--- src/rtl/rg_pkg.sv ---
package rg_pkg;
  localparam int BANKS  = 8;
  localparam int BANK_W = $clog2(BANKS);
  localparam int NUM_TMR = 4;
  localparam int T_AB  = 0;
  localparam int T_PB  = 1;
  localparam int T_RRD = 2;
  localparam int T_RP  = 3;

  typedef struct packed {
    logic acceptPb;
    logic acceptAb;
    logic syncPtr;
    logic setViol;
  } rgStrobe_t;

  function automatic int maxOf4(int a, int b, int c, int d);
    int m;
    m = a;
    if (b > m) m = b;
    if (c > m) m = c;
    if (d > m) m = d;
    return m;
  endfunction
endpackage

--- src/rtl/rg_downcnt.sv ---
module rg_downcnt #(
  parameter int W = 5
) (
  input  logic         clk,
  input  logic         rstN,
  input  logic         load,
  input  logic [W-1:0] loadVal,
  output logic         zero
);
  logic [W-1:0] count;

  always_ff @(posedge clk) begin
    if (!rstN)              count <= '0;
    else if (load)          count <= loadVal;
    else if (count != '0)   count <= count - 1'b1;
  end

  assign zero = (count == '0);
endmodule

--- src/rtl/rg_dp.sv ---
module rg_dp
  import rg_pkg::*;
#(
  parameter int TRFCAB = 20,
  parameter int TRFCPB = 9,
  parameter int TRRD   = 3,
  parameter int TRP    = 4
) (
  input  logic              clk,
  input  logic              rstN,
  input  rgStrobe_t         strb,
  input  logic              cmdAct,
  input  logic [BANK_W-1:0] actBank,
  input  logic              cmdPre,
  input  logic              preAll,
  input  logic [BANK_W-1:0] preBank,
  output logic [NUM_TMR-1:0] tmrZero,
  output logic [BANKS-1:0]  bankActive,
  output logic [BANK_W-1:0] ptr,
  output logic [BANK_W-1:0] pbBank,
  output logic              violation
);
  localparam int MAXV = maxOf4(TRFCAB, TRFCPB, TRRD, TRP);
  localparam int TW   = $clog2(MAXV + 1);
  localparam int LIM [NUM_TMR] = '{TRFCAB, TRFCPB, TRRD, TRP};

  logic [NUM_TMR-1:0] tmrLoad;

  always_comb begin
    tmrLoad        = '0;
    tmrLoad[T_AB]  = strb.acceptAb;
    tmrLoad[T_PB]  = strb.acceptPb;
    tmrLoad[T_RRD] = strb.acceptPb | cmdAct;
    tmrLoad[T_RP]  = cmdPre;
  end

  generate
    for (genvar i = 0; i < NUM_TMR; i++) begin : g_tmr
      rg_downcnt #(.W(TW)) u_cnt (
        .clk     (clk),
        .rstN    (rstN),
        .load    (tmrLoad[i]),
        .loadVal (TW'(LIM[i] - 1)),
        .zero    (tmrZero[i])
      );
    end

    for (genvar b = 0; b < BANKS; b++) begin : g_bank
      always_ff @(posedge clk) begin
        if (!rstN)
          bankActive[b] <= 1'b0;
        else if (cmdAct && actBank == BANK_W'(b))
          bankActive[b] <= 1'b1;
        else if (cmdPre && (preAll || preBank == BANK_W'(b)))
          bankActive[b] <= 1'b0;
      end
    end
  endgenerate

  always_ff @(posedge clk) begin
    if (!rstN) begin
      ptr       <= '0;
      pbBank    <= '0;
      violation <= 1'b0;
    end else begin
      if (strb.syncPtr || strb.acceptAb) ptr <= '0;
      else if (strb.acceptPb)            ptr <= ptr + 1'b1;
      if (strb.acceptPb) pbBank <= ptr;
      if (strb.setViol)  violation <= 1'b1;
    end
  end


  ptr_advance_chk: assert property (@(posedge clk) disable iff (!rstN)
    (strb.acceptPb && !strb.syncPtr) |=> ptr == BANK_W'($past(ptr) + 1'b1));

  ptr_sync_chk: assert property (@(posedge clk) disable iff (!rstN)
    (strb.syncPtr || strb.acceptAb) |=> ptr == '0);

  viol_sticky_chk: assert property (@(posedge clk) disable iff (!rstN)
    violation |=> violation);

  rp_hold_chk: assert property (@(posedge clk) disable iff (!rstN)
    (cmdPre && TRP > 1) |=> !tmrZero[T_RP]);

  rrd_hold_chk: assert property (@(posedge clk) disable iff (!rstN)
    (cmdAct && TRRD > 1) |=> !tmrZero[T_RRD]);
endmodule

--- src/rtl/rg_ctrl.sv ---
module rg_ctrl
  import rg_pkg::*;
#(
  parameter int TRFCAB = 20,
  parameter int TRFCPB = 9
) (
  input  logic               clk,
  input  logic               rstN,
  input  logic               cmdRefPb,
  input  logic               cmdRefAb,
  input  logic               devReset,
  input  logic               srExit,
  input  logic [NUM_TMR-1:0] tmrZero,
  input  logic [BANKS-1:0]   bankActive,
  input  logic [BANK_W-1:0]  ptr,
  input  logic [BANK_W-1:0]  pbBank,
  output rgStrobe_t          strb,
  output logic               refPbOk,
  output logic               refAbOk,
  output logic [BANKS-1:0]   actOk,
  output logic [3:0]         refCa
);
  logic refreshGap;

  // refresh-to-refresh separations shared by both refresh types
  assign refreshGap = tmrZero[T_AB] & tmrZero[T_PB];
  assign refPbOk = refreshGap & tmrZero[T_RRD] & ~bankActive[ptr];
  assign refAbOk = refreshGap & tmrZero[T_RP] & ~(|bankActive);

  generate
    for (genvar b = 0; b < BANKS; b++) begin : g_act
      assign actOk[b] = ~bankActive[b] & tmrZero[T_AB] & tmrZero[T_RRD]
                      & (tmrZero[T_PB] | (pbBank != BANK_W'(b)));
    end
  endgenerate

  always_comb begin
    strb.acceptPb = cmdRefPb & ~cmdRefAb & refPbOk;
    strb.acceptAb = cmdRefAb & ~cmdRefPb & refAbOk;
    strb.syncPtr  = devReset | srExit;
    strb.setViol  = (cmdRefPb | cmdRefAb) & ~(strb.acceptPb | strb.acceptAb);
  end

  // CA0 low, CA1 low, CA2 high; CA3 picks the refresh type
  assign refCa = {cmdRefAb, 1'b1, 2'b00};


  pb_block_chk: assert property (@(posedge clk) disable iff (!rstN)
    (strb.acceptPb && TRFCPB > 1) |=> (!refPbOk && !refAbOk));

  ab_block_chk: assert property (@(posedge clk) disable iff (!rstN)
    (strb.acceptAb && TRFCAB > 1) |=> (actOk == '0 && !refPbOk && !refAbOk));

  one_accept_chk: assert property (@(posedge clk) disable iff (!rstN)
    $countones({strb.acceptPb, strb.acceptAb, strb.setViol}) <= 1);
endmodule

--- src/rtl/refresh_guard.sv ---
module refresh_guard
  import rg_pkg::*;
#(
  parameter int TRFCAB = 20,
  parameter int TRFCPB = 9,
  parameter int TRRD   = 3,
  parameter int TRP    = 4
) (
  input  logic              clk,
  input  logic              rstN,
  input  logic              cmdAct,
  input  logic [BANK_W-1:0] actBank,
  input  logic              cmdPre,
  input  logic              preAll,
  input  logic [BANK_W-1:0] preBank,
  input  logic              cmdRefPb,
  input  logic              cmdRefAb,
  input  logic              devReset,
  input  logic              srExit,
  output logic              refPbOk,
  output logic              refAbOk,
  output logic [BANKS-1:0]  actOk,
  output logic [BANK_W-1:0] nextBank,
  output logic [3:0]        refCa,
  output logic              violation
);
  rgStrobe_t          strb;
  logic [NUM_TMR-1:0] tmrZero;
  logic [BANKS-1:0]   bankActive;
  logic [BANK_W-1:0]  pbBank;

  rg_ctrl #(.TRFCAB(TRFCAB), .TRFCPB(TRFCPB)) u_ctrl (
    .clk, .rstN, .cmdRefPb, .cmdRefAb, .devReset, .srExit,
    .tmrZero, .bankActive, .ptr(nextBank), .pbBank,
    .strb, .refPbOk, .refAbOk, .actOk, .refCa
  );

  rg_dp #(.TRFCAB(TRFCAB), .TRFCPB(TRFCPB), .TRRD(TRRD), .TRP(TRP)) u_dp (
    .clk, .rstN, .strb, .cmdAct, .actBank, .cmdPre, .preAll, .preBank,
    .tmrZero, .bankActive, .ptr(nextBank), .pbBank, .violation
  );
endmodule

--- config.mk ---
export PLATFORM = sky130hd
export DESIGN_NAME = refresh_guard
export DESIGN_NICKNAME = d
export VERILOG_FILES = /design/src/rtl/rg_pkg.sv /design/src/rtl/rg_downcnt.sv /design/src/rtl/rg_dp.sv /design/src/rtl/rg_ctrl.sv /design/src/rtl/refresh_guard.sv
export SDC_FILE = /design/constraint.sdc
export NUM_CORES = 1
export LEC_CHECK = 0
export CORE_AREA = 2 2 60 76
export DETAILED_ROUTE_END_ITERATION = 6
export DIE_AREA = 0 0 62 78
export GPL_TIMING_DRIVEN = 0
export PLACE_DENSITY_LB_ADDON = 0.2
export RECOVER_POWER = 25
export SLEW_MARGIN = 20
export SYNTH_ARGS = -nofsm -noshare
export SYNTH_HDL_FRONTEND = slang
export SYNTH_HIERARCHICAL = 1
export SYNTH_SLANG_ARGS = --single-unit
--- constraint.sdc ---
create_clock -name clk -period 3.3 [get_ports clk]
set_input_delay 0.66 -clock clk [delete_from_list [all_inputs] [get_ports clk]]
set_output_delay 0.66 -clock clk [all_outputs]
set_load 0.005 [all_outputs]
==> run_results.csv, run 1 <==
group,metric,value,unit
outcome,run_status,"finished clean",
sta,timing.final.crit_share,94.29,%
die,die_w,62,µm
logic_synthesis,synth_compound_area_share,18.40,%
routing,drt-vias-per-instance,5.493,
final_layout,drive_gt1_share,11.15,%
worst_setup_path,critPathSlowestCell,"clkdlybuf4s50_1",
logic_synthesis,yosysSeqAreaShare,32.30,%
clock_tree,clock_path_buffers,2,
die,start_util,53.35,%
routing,wl,4.923,mm
placed_design,pre_cts_ws,0.4532,ns
sta,finalSetupViolCount,0,
routing,vias,1983,
worst_setup_path,crit_arrival,2.45,ns
worst_setup_path,worst_setup_path_start_kind,"register",
worst_setup_path,path_delay_family,"buffers and inverters",
final_layout,diodes,0,
power,p_total,1.554,mW
logic_synthesis,synth_top_family_by_area,"simple AND/OR/NAND/NOR gates",
placed_design,place_area,2601,µm²
sta,min_period,3.112,ns
final_layout,synthToLayoutAreaGrowth,24.97,%
routing,firstDrtPassIters,4,
logic_synthesis,yosys.area_share.simple,28.55,%
global_route,grt_use_total,22.48,%
power,ir_worst_vdd,408.9,µV
logic_synthesis,yosysMostFrequentCell,"dfxtp_1",
die,pin_count,33,
logic_synthesis,synth.distinct_cells,44,
placed_design,port_buffers,29,
logic_synthesis,ys_async_sr_fraction,0,%
clock_tree,cts_sinks,35,
die,chipHeight,78,µm
routing,initialDrtViolationCount,132,
logic_synthesis,synthTopCellsByCount,"dfxtp_1 (35), nand3_1 (27), inv_1 (18)",
global_route,antenna_found_initial,0,
logic_synthesis,synth_edf_count,0,
die,num_rows,26,
placed_design,place.gp.congestion,0.8014,
worst_setup_path,crit_path_end_kind,"output pin",
worst_setup_path,crit_required,2.64,ns
logic_synthesis,ys_seq_elements,35,
sta,slew_violations,0,
worst_setup_path,cp_num_buf_inv,2,
clock_tree,root_buffer,"clkbuf_8",
flow_run,drv_cap,0,
routing,wl_per_cell,13.64,µm
final_layout,nets,324,
placed_design,place_hpwl,3.630,mm
sta,layout_setup_ws,0.1885,ns
worst_setup_path,crit_type,"reg -> out",
logic_synthesis,synthMuxAreaShare,4.729,%
power,power_leakage,1.034,nW
clock_tree,cts_buffers,5,
logic_synthesis,synth_top_cell_area_share,32.30,%
logic_synthesis,syn_area,2170,µm²
routing,drtAntennaViolNets,0,
routing,route.detailed.drc,0,
clock_tree,cts.clk_slew.worst_paths,0.07,ns
logic_synthesis,synth_ff_type,"dfxtp_1",
sta,clock.fmax,0.3214,GHz
worst_hold_path,hold_path_class,"reg -> reg",
sta,hold_violations,0,
global_route,grt_pass1_vias,1898,
die,dieArea,4836,µm²
worst_setup_path,max_stage_delay,0.57,ns
clock_tree,cts_tree,"built",
power,power_density,573.1,nW/µm²
clock_tree,clk_latency,0.29,ns
logic_synthesis,synth_area_per_cell,8.784,µm²
clock_tree,hold_buffers,0,
logic_synthesis,synthAdderAreaFrac,2.884,%
logic_synthesis,yosysWarningCount,6,
worst_setup_path,crit_fanout,9,
logic_synthesis,synth-xor-area-share,2.422,%
clock_tree,cts_max_level,2,
final_layout,post-route-util,66.68,%
global_route,grt_max_degree,11,
sta,worst_clock_skew,0.005190,ns
die,core_area,4066,µm²
final_layout,finish.instance_area,2711,µm²
logic_synthesis,yosys-top-cells-area,"dfxtp_1 (32%), nand3_1 (6.2%), o311ai_0 (5.2%)",
global_route,grt_pass1_wl,8.328,mm
logic_synthesis,synth.largest_area_cell,"dfxtp_1",
worst_setup_path,path_cells,"inv_1, ha_1, nor4b_4, nand2_2, a211oi_1, clkdlybuf4s50_1",
global_route,grt_overflow,0,
logic_synthesis,netlist_instances,247,
## routing by layer
layer / global-route usage [%] / routed length [µm] / vias to the layer above
li1: - / - / 1015
met1: 28.27 / 2243 / 914
met2: 36.56 / 2408 / 48
met3: 5.167 / 207 / 6
met4: 7.660 / 64 / 0
met5: 0 / 0 / -
## power by group
part           internal, mW  total (mW)  switching (mW)
sequential            0.490       0.568          0.0774
combinational         0.335       0.644           0.309
clock                 0.190       0.342           0.151
total                  1.02        1.55           0.538
## placed cells by master (no fill, tap or decap), drive strengths merged, types with 11 or more instances in the layout
cell	instances
nand3	27
o311ai	13
nor2	12
clkdlybuf4s50	23
inv	22
nand2	16
dfxtp	35
clkbuf	11
buf	14
conb	23
## cells by family after synthesis
family          after synthesis
flops                        35
mux                           9
buf+inv                      37
fa+ha+maj                     5
compound gates               51
xor+xnor                      6
other cells                   4
simple gates                100
## per-stage QoR
step	hold WS, ns	instances	setup TNS, ns
after floorplan	0.4642	266	0
after global placement	0.4903	351	0
after detailed placement	0.4829	351	0
after CTS	0.5040	359	0
after global routing	0.5068	361	-0.005834
final	0.4918	361	0
## timing repair
item,4_1_cts,5_1_grt
buffers inserted,0,2
gates resized for setup,0,1
setup endpoints to repair,0,7
## path summary, 6_finish.rpt
kind | startpoint | end | slack (ns) | depth (start not counted)
setup reg to reg | u_dp/g_tmr[0].u_cnt/count[0]$_SDFFE_PN0P_ | u_dp/g_tmr[2].u_cnt/count[4]$_SDFFE_PN0P_ | 0.54 | 11
hold / removal | u_dp/violation$_SDFFE_PN0P_ | u_dp/violation$_SDFFE_PN0P_ | 0.49 | 1
hold reg to reg | u_dp/violation$_SDFFE_PN0P_ | u_dp/violation$_SDFFE_PN0P_ | 0.49 | 1
setup / recovery | u_dp/g_tmr[0].u_cnt/count[0]$_SDFFE_PN0P_ | actOk[0] | 0.19 | 6
## registers in the layout, summed over array words and instances, names as in the netlist
| signal | count |
|---|---|
| u_dp/ptr | 3 |
| u_dp/pbBank | 3 |
| u_dp/bankActive | 8 |
| u_dp/g_tmr.u_cnt/count | 20 |
| u_dp/violation | 1 |
## area by class of cell
| class | count | area, µm² |
|---|---|---|
| Multi-Input combinational cell | 194 | 1325 |
| Clock buffer | 8 | 100.1 |
| Inverter | 22 | 82.58 |
| Tap cell | 56 | 70.07 |
| Fill cell | 373 | 1355 |
| Timing Repair Buffer | 31 | 305.3 |
| Buffer | 15 | 127.6 |
| Sequential cell | 35 | 700.7 |
No activity file was read; power rests on OpenSTA's default activity.
==> run 2, diff against run 1 <==
--- a/config.mk
+++ b/config.mk
@@ -6,6 +6,7 @@
 export NUM_CORES = 1
 export LEC_CHECK = 0
 export CORE_AREA = 2 2 60 76
+export CTS_CLUSTER_SIZE = 25
 export DETAILED_ROUTE_END_ITERATION = 6
 export DIE_AREA = 0 0 62 78
 export GPL_TIMING_DRIVEN = 0
==> results of run 2 <==
The final DEF is identical to that of run 1; final timing and power are the same.
==> run 3, diff against run 2 <==
--- a/config.mk
+++ b/config.mk
@@ -5,7 +5,9 @@
 export SDC_FILE = /design/constraint.sdc
 export NUM_CORES = 1
 export LEC_CHECK = 0
+export ABC_CLOCK_PERIOD_IN_PS = 3300
 export CORE_AREA = 2 2 60 76
+export CTS_CLUSTER_DIAMETER = 200
 export CTS_CLUSTER_SIZE = 25
 export DETAILED_ROUTE_END_ITERATION = 6
 export DIE_AREA = 0 0 62 78
==> results of run 3 <==
The final DEF is identical to that of run 1; final timing and power are the same.
